`src/rtl/spi_burst_pkg.sv`:
```
package spi_burst_pkg;

   // Frame phases of the command decoder
   typedef enum logic [2:0] {
      PH_IDLE,
      PH_CMD,
      PH_ADDR_LO,
      PH_ADDR_HI,
      PH_DATA,
      PH_DONE
   } phase_t;

   localparam int HEADER_BYTES = 3;

endpackage

```
`src/rtl/spi_burst_sync.sv`:
```
module spi_burst_sync #(
   parameter int STAGES = 2
) (
   input  logic clk,
   input  logic rst_n,
   input  logic sclk_i,
   input  logic mosi_i,
   input  logic cs_n_i,
   output logic sclk_rise,
   output logic sclk_fall,
   output logic mosi_s,
   output logic cs_act
);

   logic [STAGES-1:0] sclk_q;
   logic [STAGES-1:0] mosi_q;
   logic [STAGES-1:0] csn_q;
   logic              sclk_prev;

   // first stage captures the raw pins
   always_ff @(posedge clk or negedge rst_n) begin
      if (!rst_n) begin
         sclk_q[0] <= 1'b0;
         mosi_q[0] <= 1'b0;
         csn_q[0]  <= 1'b1;
      end else begin
         sclk_q[0] <= sclk_i;
         mosi_q[0] <= mosi_i;
         csn_q[0]  <= cs_n_i;
      end
   end

   // remaining stages of the synchronizer chain
   for (genvar s = 1; s < STAGES; s++) begin : g_stage
      always_ff @(posedge clk or negedge rst_n) begin
         if (!rst_n) begin
            sclk_q[s] <= 1'b0;
            mosi_q[s] <= 1'b0;
            csn_q[s]  <= 1'b1;
         end else begin
            sclk_q[s] <= sclk_q[s-1];
            mosi_q[s] <= mosi_q[s-1];
            csn_q[s]  <= csn_q[s-1];
         end
      end
   end

   always_ff @(posedge clk or negedge rst_n) begin
      if (!rst_n) sclk_prev <= 1'b0;
      else        sclk_prev <= sclk_q[STAGES-1];
   end

   assign sclk_rise = sclk_q[STAGES-1] & ~sclk_prev;
   assign sclk_fall = ~sclk_q[STAGES-1] & sclk_prev;
   assign mosi_s    = mosi_q[STAGES-1];
   assign cs_act    = ~csn_q[STAGES-1];

endmodule

```
`src/rtl/spi_burst_shift.sv`:
```
module spi_burst_shift #(
   parameter int DATA_W = 8
) (
   input  logic              clk,
   input  logic              rst_n,
   input  logic              cs_act,
   input  logic              sclk_rise,
   input  logic              sclk_fall,
   input  logic              mosi_s,
   input  logic              tx_load,
   input  logic [DATA_W-1:0] tx_byte,
   output logic              byte_done,
   output logic [DATA_W-1:0] rx_byte,
   output logic              miso
);

   localparam int CNT_W = $clog2(DATA_W);
   localparam logic [CNT_W-1:0] LAST_BIT = CNT_W'(DATA_W - 1);

   logic [CNT_W-1:0]  bit_cnt;
   logic [DATA_W-1:0] rx_sh;
   logic [DATA_W-1:0] tx_sh;

   always_ff @(posedge clk or negedge rst_n) begin
      if (!rst_n) begin
         bit_cnt   <= '0;
         rx_sh     <= '0;
         tx_sh     <= '0;
         byte_done <= 1'b0;
      end else if (!cs_act) begin
         // chip select released: any partial byte is dropped
         bit_cnt   <= '0;
         rx_sh     <= '0;
         tx_sh     <= '0;
         byte_done <= 1'b0;
      end else begin
         byte_done <= sclk_rise && (bit_cnt == LAST_BIT);
         if (sclk_rise) begin
            rx_sh   <= {rx_sh[DATA_W-2:0], mosi_s};
            bit_cnt <= (bit_cnt == LAST_BIT) ? '0 : bit_cnt + 1'b1;
         end
         // at a byte boundary the falling edge keeps the freshly loaded MSB
         if (tx_load)
            tx_sh <= tx_byte;
         else if (sclk_fall && (bit_cnt != '0))
            tx_sh <= {tx_sh[DATA_W-2:0], 1'b0};
      end
   end

   assign rx_byte = rx_sh;
   assign miso    = tx_sh[DATA_W-1];

endmodule

```
`src/rtl/spi_burst_ctrl.sv`:
```
module spi_burst_ctrl
   import spi_burst_pkg::*;
#(
   parameter int DATA_W = 8,
   parameter int ADDR_W = 16,
   parameter int LEN_W  = 7
) (
   input  logic              clk,
   input  logic              rst_n,
   input  logic              cs_act,
   input  logic              byte_done,
   input  logic [DATA_W-1:0] rx_byte,
   input  logic [DATA_W-1:0] rd_data,
   output logic [ADDR_W-1:0] reg_addr,
   output logic              reg_wr_en,
   output logic [DATA_W-1:0] reg_wr_data,
   output logic              reg_rd_en,
   output logic              tx_load,
   output logic [DATA_W-1:0] tx_byte,
   output logic [LEN_W-1:0]  burst_len,
   output logic              is_wr
);

   localparam int HI_W = ADDR_W - DATA_W;

   phase_t            phase;
   logic [ADDR_W-1:0] ptr;
   logic [LEN_W-1:0]  xfer_cnt;
   logic              rd_ret;

   always_ff @(posedge clk or negedge rst_n) begin
      if (!rst_n) begin
         phase       <= PH_IDLE;
         ptr         <= '0;
         xfer_cnt    <= '0;
         burst_len   <= '0;
         is_wr       <= 1'b0;
         reg_addr    <= '0;
         reg_wr_en   <= 1'b0;
         reg_wr_data <= '0;
         reg_rd_en   <= 1'b0;
         rd_ret      <= 1'b0;
      end else begin
         reg_wr_en <= 1'b0;
         reg_rd_en <= 1'b0;
         rd_ret    <= reg_rd_en;
         if (!cs_act) begin
            phase <= PH_IDLE;
         end else begin
            unique case (phase)
               PH_IDLE: phase <= PH_CMD;
               PH_CMD: if (byte_done) begin
                  is_wr     <= rx_byte[DATA_W-1];
                  burst_len <= rx_byte[LEN_W-1:0];
                  phase     <= PH_ADDR_LO;
               end
               PH_ADDR_LO: if (byte_done) begin
                  ptr[DATA_W-1:0] <= rx_byte;
                  phase           <= PH_ADDR_HI;
               end
               PH_ADDR_HI: if (byte_done) begin
                  ptr[ADDR_W-1:DATA_W] <= rx_byte[HI_W-1:0];
                  xfer_cnt             <= '0;
                  phase                <= PH_DATA;
                  if (!is_wr) begin
                     // prefetch so the first data bit is already on MISO
                     reg_rd_en <= 1'b1;
                     reg_addr  <= {rx_byte[HI_W-1:0], ptr[DATA_W-1:0]};
                  end
               end
               PH_DATA: if (byte_done) begin
                  ptr <= ptr + 1'b1;
                  if (is_wr) begin
                     reg_wr_en   <= 1'b1;
                     reg_addr    <= ptr;
                     reg_wr_data <= rx_byte;
                  end
                  if (xfer_cnt == burst_len) begin
                     phase <= PH_DONE;
                  end else begin
                     xfer_cnt <= xfer_cnt + 1'b1;
                     if (!is_wr) begin
                        reg_rd_en <= 1'b1;
                        reg_addr  <= ptr + 1'b1;
                     end
                  end
               end
               PH_DONE: phase <= PH_DONE;
               default: phase <= PH_IDLE;
            endcase
         end
      end
   end

   assign tx_load = rd_ret;
   assign tx_byte = rd_data;

endmodule

```
`src/rtl/spi_burst_regslave.sv`:
```
module spi_burst_regslave #(
   parameter int DATA_W      = 8,
   parameter int ADDR_W      = 16,
   parameter int LEN_W       = 7,
   parameter int SYNC_STAGES = 2
) (
   input  logic              clk,
   input  logic              rst_n,
   input  logic              spi_sclk,
   input  logic              spi_mosi,
   input  logic              spi_cs_n,
   output logic              spi_miso,
   output logic [ADDR_W-1:0] reg_addr,
   output logic              reg_wr_en,
   output logic [DATA_W-1:0] reg_wr_data,
   output logic              reg_rd_en,
   input  logic [DATA_W-1:0] reg_rd_data
);

   // elaboration-time parameter checks
   if (SYNC_STAGES < 2) begin : g_bad_sync
      $error("SYNC_STAGES must be at least 2");
   end
   if (LEN_W > DATA_W - 1) begin : g_bad_len
      $error("LEN_W must leave the direction bit free");
   end
   if ((ADDR_W <= DATA_W) || (ADDR_W > 2 * DATA_W)) begin : g_bad_addr
      $error("ADDR_W must fit exactly two header address bytes");
   end

   logic              sclk_rise;
   logic              sclk_fall;
   logic              mosi_s;
   logic              cs_act;
   logic              byte_done;
   logic [DATA_W-1:0] rx_byte;
   logic              tx_load;
   logic [DATA_W-1:0] tx_byte;
   logic [LEN_W-1:0]  burst_len;
   logic              is_wr;

   spi_burst_sync #(.STAGES(SYNC_STAGES)) sync_i (
      .clk       (clk),
      .rst_n     (rst_n),
      .sclk_i    (spi_sclk),
      .mosi_i    (spi_mosi),
      .cs_n_i    (spi_cs_n),
      .sclk_rise (sclk_rise),
      .sclk_fall (sclk_fall),
      .mosi_s    (mosi_s),
      .cs_act    (cs_act)
   );

   spi_burst_shift #(.DATA_W(DATA_W)) shift_i (
      .clk       (clk),
      .rst_n     (rst_n),
      .cs_act    (cs_act),
      .sclk_rise (sclk_rise),
      .sclk_fall (sclk_fall),
      .mosi_s    (mosi_s),
      .tx_load   (tx_load),
      .tx_byte   (tx_byte),
      .byte_done (byte_done),
      .rx_byte   (rx_byte),
      .miso      (spi_miso)
   );

   spi_burst_ctrl #(
      .DATA_W (DATA_W),
      .ADDR_W (ADDR_W),
      .LEN_W  (LEN_W)
   ) ctrl_i (
      .clk         (clk),
      .rst_n       (rst_n),
      .cs_act      (cs_act),
      .byte_done   (byte_done),
      .rx_byte     (rx_byte),
      .rd_data     (reg_rd_data),
      .reg_addr    (reg_addr),
      .reg_wr_en   (reg_wr_en),
      .reg_wr_data (reg_wr_data),
      .reg_rd_en   (reg_rd_en),
      .tx_load     (tx_load),
      .tx_byte     (tx_byte),
      .burst_len   (burst_len),
      .is_wr       (is_wr)
   );

endmodule

```
`config.mk`:
```
export PLATFORM = sky130hd
export DESIGN_NAME = spi_burst_regslave
export DESIGN_NICKNAME = d
export VERILOG_FILES = /design/src/rtl/spi_burst_pkg.sv /design/src/rtl/spi_burst_sync.sv /design/src/rtl/spi_burst_shift.sv /design/src/rtl/spi_burst_ctrl.sv /design/src/rtl/spi_burst_regslave.sv
export SDC_FILE = /design/constraint.sdc
export NUM_CORES = 1
export LEC_CHECK = 0
export ABC_AREA = 1
export BUFFER_PORTS_ARGS = -buffer_cell sky130_fd_sc_hd__buf_2
export CORE_ASPECT_RATIO = 2
export CORE_UTILIZATION = 59
export CTS_BUF_LIST = sky130_fd_sc_hd__clkbuf_4 sky130_fd_sc_hd__clkbuf_8
export DETAILED_ROUTE_END_ITERATION = 12
export GPL_TIMING_DRIVEN = 0
export PLACE_DENSITY_LB_ADDON = 0.15
export SYNTH_ARGS = -nofsm -noshare
export SYNTH_HDL_FRONTEND = slang
export SYNTH_SLANG_ARGS = --single-unit
export TNS_END_PERCENT = 30
```
`constraint.sdc`:
```
create_clock -name clk -period 3.4 [get_ports clk]
set_clock_uncertainty 0.05 [all_clocks]
set_input_delay 0.34 -clock clk [delete_from_list [all_inputs] [get_ports clk]]
set_output_delay 0.34 -clock clk [all_outputs]
set_load 0.01 [all_outputs]
```
==> run summary <==
The areal power density over the cells is 442 mW/mm2. In this run switching power makes up 25.7% of total power. The setup TNS came out at 0 ns.

The wire length after detailed routing came out at 10.8 mm. The cell at the root of the clock tree is sky130_fd_sc_hd__clkbuf_8. The power share of the combinational group is 10.5%. The leakage power total came out at 2.43 nW.

The run finished with clean final reports. The multi-input logic area came out at 0.00193 mm2. The post-detailed-route via-to-cell ratio is 5.60.

The number of H-tree levels is 3. The required time of the critical path came out at 3.59 ns. Registers are responsible for 50.1% of the overall power. Global routing used 51.6% of the available met2 tracks. The number of instances resized during post-cts repair came out at 0. The sequential element share of the synthesized area came out at 49.9%. The number of buffers created by CTS is 9. In this run the most critical hold path is launched from spi_cs_n. The post-route worst setup slack is 1.41 ns. Setup violations remaining at the end of the flow were counted as 0.

The path type of the worst setup path is reg -> reg. For the finished layout, the period the worst path requires is 1.99 ns. The half-perimeter wire length after detailed placement is 8.15 mm. The floorplan has 44 rows. The tightest min-delay check is of the in -> reg type.

For this run, the post-layout net count is 609. The reg-to-reg setup timing slack is 1.41 ns. Setup repair after global routing left no endpoint under its margin.

Data on the critical path arrives at its endpoint at 2.18 ns. Counting tap cells, the placed design contains a total of 671 instances. The number of remaining DRC errors came out at 0. In this run the critical register-to-register path is launched from ctrl_i.xfer_cnt[2].

The fraction of layout cells with a size suffix above 1 is 14.8%. The launching element type of the critical path is a register. The deepest clock path buffer count is 2. Global routing finished with a remaining overflow of 0.

The number of flip-flops and latches in the synthesized netlist came out at 88. The die covers 0.00786 mm2. The global router's overall resource usage came out at 30.0%. The critical path starts at ctrl_i.xfer_cnt[2]. The number of maximum-capacitance violations is 0.

The number of clock sinks came out at 88. The iteration-0 DRC count of the detailed router came out at 256. When the netlist entered floorplanning its net count stood at 557.

The number of port buffers came out at 39. The final cell count without fillers is 687. Prior to clock tree synthesis, the placed netlist has a worst setup slack of 1.44 ns. TritonCTS built the clock tree. The share of the clock period used by the worst path is 58.5%. Summing all placed instances gives a cell area of 0.00476 mm2.

In the global route stage, met1 resource usage came out at 33.5%. The global placement routability congestion came out at 0.943. The number of distinct library cells after synthesis is 37.

For the pin with the worst max-slew slack, the measured transition is 0.596 ns. The first detailed-routing pass ran for 5 iterations. The die span in y came out at 124 um.

On the final layout, the worst hold slack is 0.0265 ns. The initial standard-cell utilization of the core is 60.8%. From synthesis to final layout, the design area changed by 13.4%. The number of global-route vias before repair came out at 3,847. The pin count of the biggest net entering global routing came out at 52. The clock share of power came out at 39.4%. The cell count after synthesis came out at 539. After clock tree synthesis, the clock-pin slew on the worst setup and hold paths is 0.08 ns. The filler cells instantiated in the layout total 638. The area used by sequential logic in the layout is 0.00220 mm2. The antenna diode count is 0.

The placeable core area came out at 0.00727 mm2. The count of boundary I/O pins came out at 40. STA classifies the critical path endpoint as a register.

Once layout is done, the placed cells without fillers occupy 0.00501 mm2. The detail-routed net length per standard cell came out at 15.7 um. The final hold violation count came to 0.

The final antenna-violating net count is 0. The worst voltage drop across the vdd grid is 410 uV. The switching power is 568 uW.

The routed via count came out at 3,845. The number of antenna violations at the first check in global routing was 0. The first-pass GRT wire length came out at 18.0 mm. The yosys synthesis warning count is 0. Timing would allow up to 0.503 GHz.

The clock insertion delay at the later pin of the skew report came out at 0.36 ns. The combined area of all synthesized cells is 0.00442 mm2. The die outline width is 63.2 um. The met3 layer usage reported by global route is 5.40%. A synthesized cell averages 8.20 um2. The top fanout value on the critical path came out at 10. The relative slew slack is 60.3%. After global routing, the most crowded layer is met2. The internal cell power came out at 1.65 mW.

The final max-slew violation count is 0.
==> worst max-delay path, stage by stage, from the launching register on <==
cell                      delay [ns]
sky130_fd_sc_hd__dfrtp_1        0.46
sky130_fd_sc_hd__xnor2_1        0.18
sky130_fd_sc_hd__nand2_1        0.08
sky130_fd_sc_hd__nor2_2         0.31
sky130_fd_sc_hd__nand2_1        0.11
sky130_fd_sc_hd__inv_1          0.17
sky130_fd_sc_hd__a21oi_2        0.15
sky130_fd_sc_hd__buf_4          0.20
sky130_fd_sc_hd__nand3_1        0.06
sky130_fd_sc_hd__o21ai_0        0.10
==> area by class of cell <==
| class | instances | share of cell area (%) |
|---|---|---|
| Clock buffer | 10 | 2.75 |
| Buffer | 14 | 1.37 |
| Timing Repair Buffer | 41 | 4.70 |
| Tap cell | 92 | 2.30 |
| Inverter | 57 | 4.27 |
| Sequential cell | 88 | 44.0 |
| Multi-Input combinational cell | 380 | 38.5 |
| Clock inverter | 5 | 2.07 |
==> Yosys cell counts <==
cell type                  instances  area, um2
sky130_fd_sc_hd__a211oi_1          1       7.51
sky130_fd_sc_hd__a21boi_0          3       22.5
sky130_fd_sc_hd__a21boi_1          4       30.0
sky130_fd_sc_hd__a21oi_1          21        105
sky130_fd_sc_hd__a21oi_2           2       17.5
sky130_fd_sc_hd__a21oi_4           1       16.3
sky130_fd_sc_hd__a31oi_1          13       81.3
sky130_fd_sc_hd__and2_1            1       6.26
sky130_fd_sc_hd__buf_2             4       20.0
sky130_fd_sc_hd__buf_4             1       7.51
sky130_fd_sc_hd__buf_6             1       11.3
sky130_fd_sc_hd__clkbuf_1          8       30.0
sky130_fd_sc_hd__clkinv_1          2       7.51
sky130_fd_sc_hd__dfrtp_1          86       2150
sky130_fd_sc_hd__dfstp_2           2       52.6
sky130_fd_sc_hd__ha_1              5       62.6
sky130_fd_sc_hd__inv_1            50        188
sky130_fd_sc_hd__inv_2             5       18.8
sky130_fd_sc_hd__nand2_1         124        465
sky130_fd_sc_hd__nand2_2           2       12.5
sky130_fd_sc_hd__nand3_1          45        225
sky130_fd_sc_hd__nand4_1           3       18.8
sky130_fd_sc_hd__nor2_1           56        210
sky130_fd_sc_hd__nor2_2            2       12.5
sky130_fd_sc_hd__nor2_4            1       11.3
sky130_fd_sc_hd__nor2_8            1       20.0
sky130_fd_sc_hd__nor3_1            2       10.0
sky130_fd_sc_hd__nor3_2            1       10.0
sky130_fd_sc_hd__nor3_4            1       16.3
sky130_fd_sc_hd__o211ai_2          1       12.5
sky130_fd_sc_hd__o21ai_0          43        215
sky130_fd_sc_hd__o21ai_1           6       30.0
sky130_fd_sc_hd__o21ai_4           1       16.3
sky130_fd_sc_hd__o22ai_1          15       93.8
sky130_fd_sc_hd__or2_2             7       43.8
sky130_fd_sc_hd__xnor2_1           8       70.1
sky130_fd_sc_hd__xor2_1           10       87.6
==> logic make-up (layout without fill, tap and decap cells) <==
| kind of cell | Yosys count | count (layout) | share of synthesized area [%] |
|---|---|---|---|
| compound gates | 111 | 111 | 14.7 |
| fa+ha+maj | 5 | 5 | 1.42 |
| flops | 88 | 88 | 49.9 |
| buf+inv | 71 | 127 | 6.40 |
| xor+xnor | 18 | 18 | 3.57 |
| simple gates | 246 | 246 | 24.0 |
==> through the flow <==
step / power (mW) / util (%)
finish: 2.22 / 68.9
global route: 2.30 / 68.9
CTS: 2.23 / 68.9
detailed placement: 1.36 / 65.5
global placement: 1.35 / 65.1
floorplan: 1.28 / -
==> final timing paths <==
| kind | cells after the start | end |
|---|---|---|
| setup / recovery | 9 | ctrl_i.xfer_cnt[6] |
| hold / removal | 1 | sync_i.csn_q[0] |
| setup reg to reg | 9 | ctrl_i.xfer_cnt[6] |
| hold reg to reg | 0 | sync_i.csn_q[1] |
| max in group asynchronous | 3 | ctrl_i.reg_addr[10] |
| min in group asynchronous | 2 | ctrl_i.reg_addr[2] |
==> metal layers <==
| metal | wire (um) | vias up | part of all wire, % |
|---|---|---|---|
| met5 | 0 | - | 0 |
| met4 | 595 | 0 | 5.5 |
| met3 | 351 | 42 | 3.2 |
| met2 | 5830 | 105 | 54 |
| met1 | 4030 | 1830 | 37 |
| li1 | - | 1868 | - |
==> layout by cell type (no fill, tap or decap), types with 2 or more instances in the layout <==
cell type,Yosys,routed
sky130_fd_sc_hd__ha_1,5,5
sky130_fd_sc_hd__inv_2,5,5
sky130_fd_sc_hd__nor3_1,2,2
sky130_fd_sc_hd__a21oi_2,2,2
sky130_fd_sc_hd__nor2_1,56,56
sky130_fd_sc_hd__dfrtp_1,86,86
sky130_fd_sc_hd__xnor2_1,8,8
sky130_fd_sc_hd__a21oi_1,21,21
sky130_fd_sc_hd__bufinv_16,0,3
sky130_fd_sc_hd__clkbuf_8,0,10
sky130_fd_sc_hd__nand4_1,3,3
sky130_fd_sc_hd__inv_1,50,50
sky130_fd_sc_hd__o22ai_1,15,15
sky130_fd_sc_hd__xor2_1,10,10
sky130_fd_sc_hd__dfstp_2,2,2
sky130_fd_sc_hd__clkinv_1,2,2
sky130_fd_sc_hd__buf_2,4,42
sky130_fd_sc_hd__nand3_1,45,45
sky130_fd_sc_hd__o21ai_0,43,43
sky130_fd_sc_hd__buf_4,1,2
sky130_fd_sc_hd__nor2_2,2,2
sky130_fd_sc_hd__a21boi_0,3,3
sky130_fd_sc_hd__a31oi_1,13,13
sky130_fd_sc_hd__nand2_1,124,124
sky130_fd_sc_hd__o21ai_1,6,6
sky130_fd_sc_hd__or2_2,7,7
sky130_fd_sc_hd__clkbuf_1,8,8
sky130_fd_sc_hd__nand2_2,2,2
sky130_fd_sc_hd__a21boi_1,4,4
==> power by group through the flow <==
stage / Sequential, mW / Combinational, mW / Clock (mW)
after global placement: 1.13 / 0.221 / 0
final: 1.11 / 0.233 / 0.873
after detailed placement: 1.13 / 0.230 / 0
after CTS: 1.11 / 0.234 / 0.884
after floorplan: 1.13 / 0.152 / 0
after global routing: 1.12 / 0.262 / 0.927
==> sequential cells by signal, summed over array words and instances, names as in the netlist, 2 cells and up <==
register and cells:
ctrl_i.ptr 16, sync_i.csn_q 2, ctrl_i.burst_len 7, shift_i.tx_sh 8, ctrl_i.xfer_cnt 7, ctrl_i.reg_wr_data 8, ctrl_i.reg_addr 16, sync_i.sclk_q 2
shift_i.bit_cnt 3, ctrl_i.phase 3, shift_i.rx_byte 8
==> timing repair <==
item / 4_1_cts / 5_1_grt
setup endpoints to repair: 0 / 0
endpoints found under the hold margin: 35 / 0
hold buffers: 1 / 0
buffers inserted: 0 / 0
(Power assumes the default switching activity.)
